<file path="config.mk">
export PLATFORM = sky130hd
export DESIGN_NAME = fsk_phase_deint
export DESIGN_NICKNAME = d
export VERILOG_FILES = /design/src/rtl/fsk_deint_pkg.sv /design/src/rtl/fsk_dibit_slicer.sv /design/src/rtl/fsk_pair_sequencer.sv /design/src/rtl/fsk_phase_regs.sv /design/src/rtl/fsk_phase_deint.sv
export SDC_FILE = /design/constraint.sdc
export NUM_CORES = 1
export LEC_CHECK = 0
export BUFFER_PORTS_ARGS = -buffer_cell sky130_fd_sc_hd__buf_2
export CAP_MARGIN = 20
export CORE_AREA = 2 2 39 41
export CTS_CLUSTER_DIAMETER = 100
export DETAILED_ROUTE_END_ITERATION = 8
export DIE_AREA = 0 0 41 43
export PLACE_DENSITY_LB_ADDON = 0.15
export SYNTH_ARGS = -nofsm -noshare
export SYNTH_HDL_FRONTEND = slang
export SYNTH_HIERARCHICAL = 1
export SYNTH_SLANG_ARGS = --single-unit
</file>
<file path="constraint.sdc">
create_clock -name clk -period 1.6 [get_ports clk]
set_input_delay 0.08 -clock clk [delete_from_list [all_inputs] [get_ports clk]]
set_output_delay 0.08 -clock clk [all_outputs]
set_load 0.02 [all_outputs]
</file>
<file path="src/rtl/fsk_deint_pkg.sv">
package fsk_deint_pkg;
  localparam int SYM_W   = 2;
  localparam int PAIR_W  = 2;
  localparam int NPAIRS  = 2;
  localparam int PHASE_W = PAIR_W * NPAIRS;

  typedef logic [SYM_W-1:0]   sym_t;
  typedef logic [PAIR_W-1:0]  pair_t;   // [0] first bit, [1] second bit
  typedef logic [PHASE_W-1:0] phase_t;  // {D,C,B,A}
endpackage

</file>
<file path="src/rtl/fsk_dibit_slicer.sv">
module fsk_dibit_slicer
  import fsk_deint_pkg::*;
(
  input  sym_t  sym_i,
  input  logic  four_level_i,
  output pair_t pair_o
);
  logic low_half;
  logic gray_second;

  always_comb begin
    low_half    = (sym_i < sym_t'(2));
    gray_second = (sym_i == sym_t'(0)) || (sym_i == sym_t'(3));
    pair_o[0]   = low_half;
    pair_o[1]   = four_level_i ? gray_second : 1'b0;
  end
endmodule

</file>
<file path="src/rtl/fsk_pair_sequencer.sv">
module fsk_pair_sequencer (
  input  logic clk,
  input  logic rst_n,
  input  logic clear_i,
  input  logic sym_valid_i,
  input  logic fast_rate_i,
  output logic upper_sel_o,
  output logic complete_o
);
  logic sel_q, sel_d;
  logic sel_en;

  always_comb begin
    sel_en = clear_i || sym_valid_i;
    sel_d  = sel_q;
    if (clear_i)
      sel_d = 1'b0;
    else if (sym_valid_i)
      sel_d = fast_rate_i ? ~sel_q : 1'b0;
  end

  always_ff @(posedge clk or negedge rst_n) begin
    if (!rst_n)
      sel_q <= 1'b0;
    else if (sel_en)
      sel_q <= sel_d;
  end

  assign upper_sel_o = fast_rate_i & sel_q;
  assign complete_o  = sym_valid_i & ~clear_i & (~fast_rate_i | sel_q);
endmodule

</file>
<file path="src/rtl/fsk_phase_regs.sv">
module fsk_phase_regs
  import fsk_deint_pkg::*;
(
  input  logic   clk,
  input  logic   rst_n,
  input  logic   clear_i,
  input  logic   sym_valid_i,
  input  logic   fast_rate_i,
  input  logic   upper_sel_i,
  input  logic   complete_i,
  input  pair_t  pair_i,
  output phase_t phase_o,
  output logic   valid_o
);
  pair_t  lo_q, lo_d, hi_q, hi_d;
  phase_t out_q, out_d;
  logic   vld_q, vld_d;
  logic   state_en;

  always_comb begin
    lo_d     = lo_q;
    hi_d     = hi_q;
    out_d    = out_q;
    vld_d    = 1'b0;
    state_en = clear_i || sym_valid_i;
    if (clear_i) begin
      lo_d  = '0;
      hi_d  = '0;
      out_d = '0;
    end else if (sym_valid_i) begin
      if (upper_sel_i) hi_d = pair_i;
      else             lo_d = pair_i;
      if (complete_i) begin
        if (fast_rate_i) out_d = {pair_i, lo_q};
        else             out_d = {pair_t'(0), pair_i};
        vld_d = 1'b1;
      end
    end
  end

  always_ff @(posedge clk or negedge rst_n) begin
    if (!rst_n) begin
      lo_q  <= '0;
      hi_q  <= '0;
      out_q <= '0;
    end else if (state_en) begin
      lo_q  <= lo_d;
      hi_q  <= hi_d;
      out_q <= out_d;
    end
  end

  always_ff @(posedge clk or negedge rst_n) begin
    if (!rst_n) vld_q <= 1'b0;
    else        vld_q <= vld_d;
  end

  assign phase_o = out_q;
  assign valid_o = vld_q;

  // clear empties the output on the next edge
  assert_clear_empties_R8: assert property (@(posedge clk) disable iff (!rst_n)
    clear_i |=> (out_q == '0 && !vld_q));
endmodule

</file>
<file path="src/rtl/fsk_phase_deint.sv">
module fsk_phase_deint
  import fsk_deint_pkg::*;
(
  input  logic             clk,
  input  logic             rst_n,
  input  logic             frame_start_i,
  input  logic             frame_done_i,
  input  logic             sym_valid_i,
  input  logic [SYM_W-1:0] sym_i,
  input  logic             fast_rate_i,
  input  logic             four_level_i,
  output logic [PHASE_W-1:0] phase_o,
  output logic             phase_valid_o
);
  logic  clear;
  logic  upper_sel;
  logic  complete;
  pair_t pair;

  assign clear = frame_start_i | frame_done_i;

  fsk_dibit_slicer u_slicer (
    .sym_i        (sym_i),
    .four_level_i (four_level_i),
    .pair_o       (pair)
  );

  fsk_pair_sequencer u_seq (
    .clk         (clk),
    .rst_n       (rst_n),
    .clear_i     (clear),
    .sym_valid_i (sym_valid_i),
    .fast_rate_i (fast_rate_i),
    .upper_sel_o (upper_sel),
    .complete_o  (complete)
  );

  fsk_phase_regs u_regs (
    .clk         (clk),
    .rst_n       (rst_n),
    .clear_i     (clear),
    .sym_valid_i (sym_valid_i),
    .fast_rate_i (fast_rate_i),
    .upper_sel_i (upper_sel),
    .complete_i  (complete),
    .pair_i      (pair),
    .phase_o     (phase_o),
    .valid_o     (phase_valid_o)
  );

  // a valid pulse only follows an accepted strobe
  assert_valid_after_strobe_R7: assert property (@(posedge clk) disable iff (!rst_n)
    phase_valid_o |-> $past(sym_valid_i && !clear));

  // the first half of a fast pair never emits
  assert_first_half_silent_R6: assert property (@(posedge clk) disable iff (!rst_n)
    (sym_valid_i && !clear && fast_rate_i && !upper_sel) |=> !phase_valid_o);

  // 2-level keeps B and D at zero
  assert_two_level_idle_R4: assert property (@(posedge clk) disable iff (!rst_n)
    (phase_valid_o && !$past(four_level_i)) |-> (phase_o[1] == 1'b0 && phase_o[3] == 1'b0));

  // slow rate keeps C and D at zero
  assert_slow_upper_idle_R5: assert property (@(posedge clk) disable iff (!rst_n)
    (phase_valid_o && !$past(fast_rate_i)) |-> (phase_o[3:2] == 2'b00));

  // first bit of the completing pair reflects symbol below 2
  assert_first_bit_R2: assert property (@(posedge clk) disable iff (!rst_n)
    phase_valid_o |-> (($past(fast_rate_i) ? phase_o[2] : phase_o[0]) == !$past(sym_i[1])));

  // Gray relation, second bit equals first bit xor symbol LSB
  assert_gray_second_R3: assert property (@(posedge clk) disable iff (!rst_n)
    (phase_valid_o && $past(four_level_i)) |->
      (($past(fast_rate_i) ? phase_o[3] ^ phase_o[2] : phase_o[1] ^ phase_o[0]) == $past(sym_i[0])));
endmodule

</file>
# --- Yosys cells after proc, flatten, opt, wreduce, memory -nomap -nowiden ---
# Index checks and enable logic that the tools add are counted.
# W data, S select, Z words.
op_classes:
  add_sub_neg: 0
  multipliers: 0
  n_div: 0
  order_cmp: 1
  eq_ne: 2
  n_shift: 0
  n_mux: 14
  bitwise: 8
  reduce_logical: 8
op_table:
  columns: ["operator", "n"]
  rows:
  - ["$mux W4", 4]
  - ["$mux W1", 7]
  - ["$mux W2", 3]
  - ["$reduce_and A3 Y1", 2]
  - ["$reduce_bool A2 Y1", 2]
  - ["$and A1 B1 Y1", 3]
  - ["$not A1 Y1", 3]
  - ["$eq A2 B2 Y1 const B", 1]
  - ["$logic_not A2 Y1", 1]
  - ["$logic_or A1 B1 Y1", 2]
  - ["$lt A2 B2 Y1 const B", 1]
  - ["$ne A2 B1 Y1 const B", 1]
  - ["$or A1 B1 Y1", 2]
  - ["$reduce_and A2 Y1", 1]
word_totals:
  regBits: 8
  latchBits: 0
  mem_bits_rw: 0
  romBits: 0
  inputBits: 9
  out_inout_bits: 5
  elab_cells: 37
  memories: 0

# --- Logic depth before layout (Yosys ltp) ---
logic_depth:
  ltp_word: 7
  mapped_depth: 5
  depth_no_buf: 5

# --- By module ---
# The synthesis kept the hierarchy.
by_module_without_submodules:
  columns: ["module", "n_inst", "cells_each", "area_each_um2", "seq_area_each_um2"]
  rows:
  - ["fsk_phase_regs", 1, 27, 299.0, 175.2]
  - ["fsk_pair_sequencer", 1, 7, 73.8, 25.0]
  - ["fsk_dibit_slicer", 1, 4, 26.3, 0.0]
  - ["fsk_phase_deint", 1, 1, 6.3, 0.0]

# --- Worst setup path before layout ---
# Ideal clock, no wire load.
synth_timing:
  kind: "input-to-reg"
  from: "input port frame_done_i"
  to: "register u_regs.out_q[0], in the netlist u_regs/phase_o[0]"
  setup_ns: 0.099
  t_arrival_ns: 1.077
  required_time_ns: 1.501
  setup_slack_ns: 0.424
  path_stages: 4
  path_buffers: 0
  cell_sequence: "or2_1 nor3b_2 a21oi_1 a311oi_1"
synth_between:
  elab_chain_len: 6
  elab_cells_between_ends: 9
  cone_classes: "mux (1); bitwise (4); reduce/logical (4)"
synth_lines:
  columns: ["element", "line_no", "rtl"]
  rows:
  - ["start, declared", "fsk_phase_deint.sv:7", "input logic frame_done_i,"]
  - ["$or A1 B1 Y1", "fsk_phase_deint.sv:20", "assign clear = frame_start_i | frame_done_i;"]
  - ["$not A1 Y1", "fsk_pair_sequencer.sv:30", "assign complete_o = sym_valid_i & ~clear_i & (~fast_rate_i | sel_q);"]
  - ["$and A1 B1 Y1 (2 in series)", "fsk_pair_sequencer.sv:30", null]
  - ["via complete", "fsk_phase_deint.sv:17", "logic complete;"]
  - ["$reduce_bool A2 Y1 (no source line)", null, null]
  - ["$reduce_and A3 Y1 (no source line)", null, null]
  - ["end signal, assigned", "fsk_phase_regs.sv:49", "out_q <= out_d;"]
  - ["end, declared", "fsk_phase_regs.sv:16", "phase_t out_q, out_d;"]
# The timed path passes the listed nets, and every way through them passes these cells.
# A chain may end at the register's enable or synchronous reset.

# --- Worst setup path in the final report ---
layout_timing:
  from: "register u_seq.sel_q"
  to: "register u_regs.out_q[1], in the netlist u_regs/phase_o[1]"
layout_between:
  elab_chain_len: 4
layout_lines:
  columns: ["element", "line_no", "rtl"]
  rows:
  - ["start, declared", "fsk_pair_sequencer.sv:10", "logic sel_q, sel_d;"]
  - ["start signal, assigned", "fsk_pair_sequencer.sv:26", "sel_q <= sel_d;"]
  - ["$or A1 B1 Y1", "fsk_pair_sequencer.sv:30", null]
  - ["$and A1 B1 Y1", "fsk_pair_sequencer.sv:30", null]
  - ["via complete", "fsk_phase_deint.sv:17", null]
  - ["$reduce_bool A2 Y1 (no source line)", null, null]
  - ["$reduce_and A3 Y1 (no source line)", null, null]
# The timed path passes the listed nets, and every way through them passes these cells.

==> impl_results.md <==
- Result of the run: finished, final reports clean
- Total non-filler cell area in the finished layout: 518 um^2
- Average vias per placed instance: roughly 4.5
- Fin Setup TNS: 0 ps
- Number of setup violations in the final report: 0
- Final ANT Viol Nets: 0
- Number of design rule violations left after detail routing: 0
- Number of flip-flops and latches in the synthesized netlist: 8
- Maximum number of pins on one net before global-route repair: 12
- Overflow left after global routing: 0
- Worst Hold Slack: roughly 160 ps
- Buffers from clock root to sink, at most: 2
- Top-area cell type share of the netlist area: slightly below 50%
- Hold path depth: 3
- Top cells by count, synth: dfrtp_1 (8), a21oi_1 (4), mux2i_1 (4)
- Kind of capture point of the worst setup path: register
- Startpoint of the worst-slack reg-to-reg timing path: u_seq/sel_q
- Number of buffers inserted for hold repair after clock tree synthesis: 1
- # rows: 14
- Leakage power total: 0.252 nW
- Startpoint Class: register
- Data arrival time at the worst-slack endpoint: approximately 1400 ps
- Count of cell types in the netlist: 19
- Number of levels the H-tree was split into: 1
- Final cycle utilization of the critical path: 80.4%
- Net count of the finished layout: between 60 and 70
- Leading area contributor after synthesis: dfrtp_1
- Horizontal die dimension: just over 40 um
- Final period demand of the worst path: approximately 1300 ps
- Required time of the worst setup path: between 1500 and 2000 ps
- Clk Latency, worst-skew pair: 250 ps
- Adder and majority cell fraction of the synthesized area: 0%
- Area of placed instances: roughly 490 um^2
- Number of global-route vias before repair: between 300 and 400
- Main combinational cell family by area after synthesis: simple AND/OR/NAND/NOR gates
- Power density relative to cell area: 794 mW/mm^2
- Max FO, Critical Path: 7
- Antenna Cells: 0
- Average detailed-routed wire length per instance: 11.4 um
- Max-slew violations: 0
- Overall via count from detail_route: 323
- Final Skew: 6.17 ps
- Final weighted congestion of routability-driven global placement: around 0.73
- Async SR Flop Fraction: 100%
- Xor and xnor fraction of the mapped netlist area: between 2 and 2.5%
- Total CTS buffers: 3
- Number of enable flip-flop cells after synthesis: 0
- Effective utilization at floorplan: 29.3%
- Post-synthesis sequential area ratio: between 40% and 50%
- Final standard cell utilization of the core: between 30 and 40%
- Clock tree from TritonCTS: yes
- Number of design-rule violations left by the first detailed-router iteration: 9
- Half-perimeter wire length of the detailed placement result: approximately 580 um
- Headroom to the max-slew limit: about three quarters
- Clock Sink Count: 8
- Number of hold violations in the final report: 0
- Mux contribution to synthesized area: around a tenth
- Worst hold path startpoint: fast_rate_i
- Register clock-pin slew on the reported worst setup and hold paths: ~60 ps
- Length of the first detailed-routing pass in iterations: 4
- Share of final-layout standard cells stronger than drive strength 1: a little over a third
- Global-route wire length before repair: 1.34 mm
- Global-route usage over all layers: a little under an eighth
- Area inside the core boundary: 0.00138 mm^2
- Setup repair after global routing missed its margin: no
- Area fraction in and, or, nand and nor cells after synthesis: approximately 23%
- Antenna violations before repair: 0
- Top_reg_cell synth: dfrtp_1
- # port buffers: 13
- Worst hold endpoint: u_seq/sel_q
- Total I/O pin count: 14
- Count of max-cap constraint violations: 0
- Max IR drop VDD: 301 uV
- Count of synthesis-stage warnings from yosys: 6
- Type of the worst min-delay path: input port to register
- Post-synthesis to final-layout area growth: 27.8%
- Top cells by area in the synthesized netlist: dfrtp_1 (49%), mux2i_1 (9.9%), a21oi_1 (4.9%)
- Reg-to-reg critical path endpoint: u_regs/phase_o[1]
- Total standard cell area after synthesis: 405 um^2
- Buffer type at the clock tree root: clkbuf_4
- Compound-gate portion of the synthesized area: 11.4%
- Number of gates resized after CTS: 0
- Depth of the most critical reg-to-reg path: 4
- Fmax achieved: 778 MHz
- Setup slack, reg-to-reg: 310 ps
- WS Path Type: register to register
- Most frequent cell after synthesis: dfrtp_1
- Post-Synthesis Net Count: between 40 and 50
- Die footprint: ~0.0018 mm^2
- Die Y: roughly 43 um
- Total length of routed wires: between 800 and 900 um
- Average size of a mapped cell: about 10 um^2
- Actual slew at the worst max-slew pin: 392 ps
- Overall power: 0.411 mW
- Post-synthesis instance total: 39
- Setup bufs post-CTS: 0
-- state kept, by name (all words and copies together), names as in the netlist --
register and flops:
u_seq/sel_q 1, u_regs/valid_o 1, u_regs/phase_o 4, u_regs/lo_q 2
-- layer usage --
metal  GRT usage (%)  vias to the layer above  wire length [um]
met5               0                        -                 0
met3            6.28                        0                69
met1            14.5                      140               390
li1                -                      168                 -
met4            6.00                        0                 0
met2            16.3                       15               346
-- where the power goes --
part	internal, mW	leakage (nW)	switching, mW
logic	0.0237	0.127	0.0282
registers	0.205	0.111	0.00169
clock network	0.0857	0.0138	0.0667
-- critical path, cell delays in order, from the launching register on --
cell and delay [ps]:
dfrtp_1 370, nor2b_1 80, nor3b_2 360, a21oi_1 120, a311oi_1 250
-- cell type report --
| cell class | instances | area [um^2] |
|---|---|---|
| fillers | 141 | 866 |
| repair buffers | 15 | 82.6 |
| flip-flops and latches | 8 | 200 |
| multi-input cells | 28 | 189 |
| well taps | 16 | 20.0 |
| inverters | 1 | 3.75 |
| clock buffers | 3 | 22.5 |
-- cell usage in the layout (no fill, tap or decap) --
cell type      count
a21oi_1            4
a21oi_2            1
a311oi_1           2
and2_1             1
and2_2             1
buf_2             13
buf_4              1
clkbuf_4           3
dfrtp_1            8
dlygate4sd3_1      1
inv_1              1
mux2i_1            4
nand2_1            3
nand2b_1           2
nand3b_1           1
nand4_1            2
nor2_1             3
nor2b_1            1
nor3b_2            1
or2_1              1
xnor2_1            1
-- worst max path at each step --
stage	end	slack, ps	from
2_1_floorplan	u_regs/phase_o[0]	420	frame_done_i
3_3_place_gp	u_regs/phase_o[0]	330	u_seq/sel_q
3_5_place_dp	u_regs/phase_o[1]	330	frame_done_i
4_1_cts	u_regs/phase_o[1]	320	u_seq/sel_q
5_1_grt	u_regs/phase_o[1]	210	u_seq/sel_q
6_report	u_regs/phase_o[1]	310	u_seq/sel_q
-- cells by family after synthesis --
kind of cell    count (synthesis)
mux                             4
buf+inv                         3
compound gates                  7
xor+xnor                        1
simple gates                   16
flops                           8
-- stage by stage --
stage	std cells	setup WS, ps
global placement	67	332
detailed placement	67	328
CTS	71	317
global route	71	213
floorplan	39	424
finish	71	314
(Power assumes the default switching activity.)
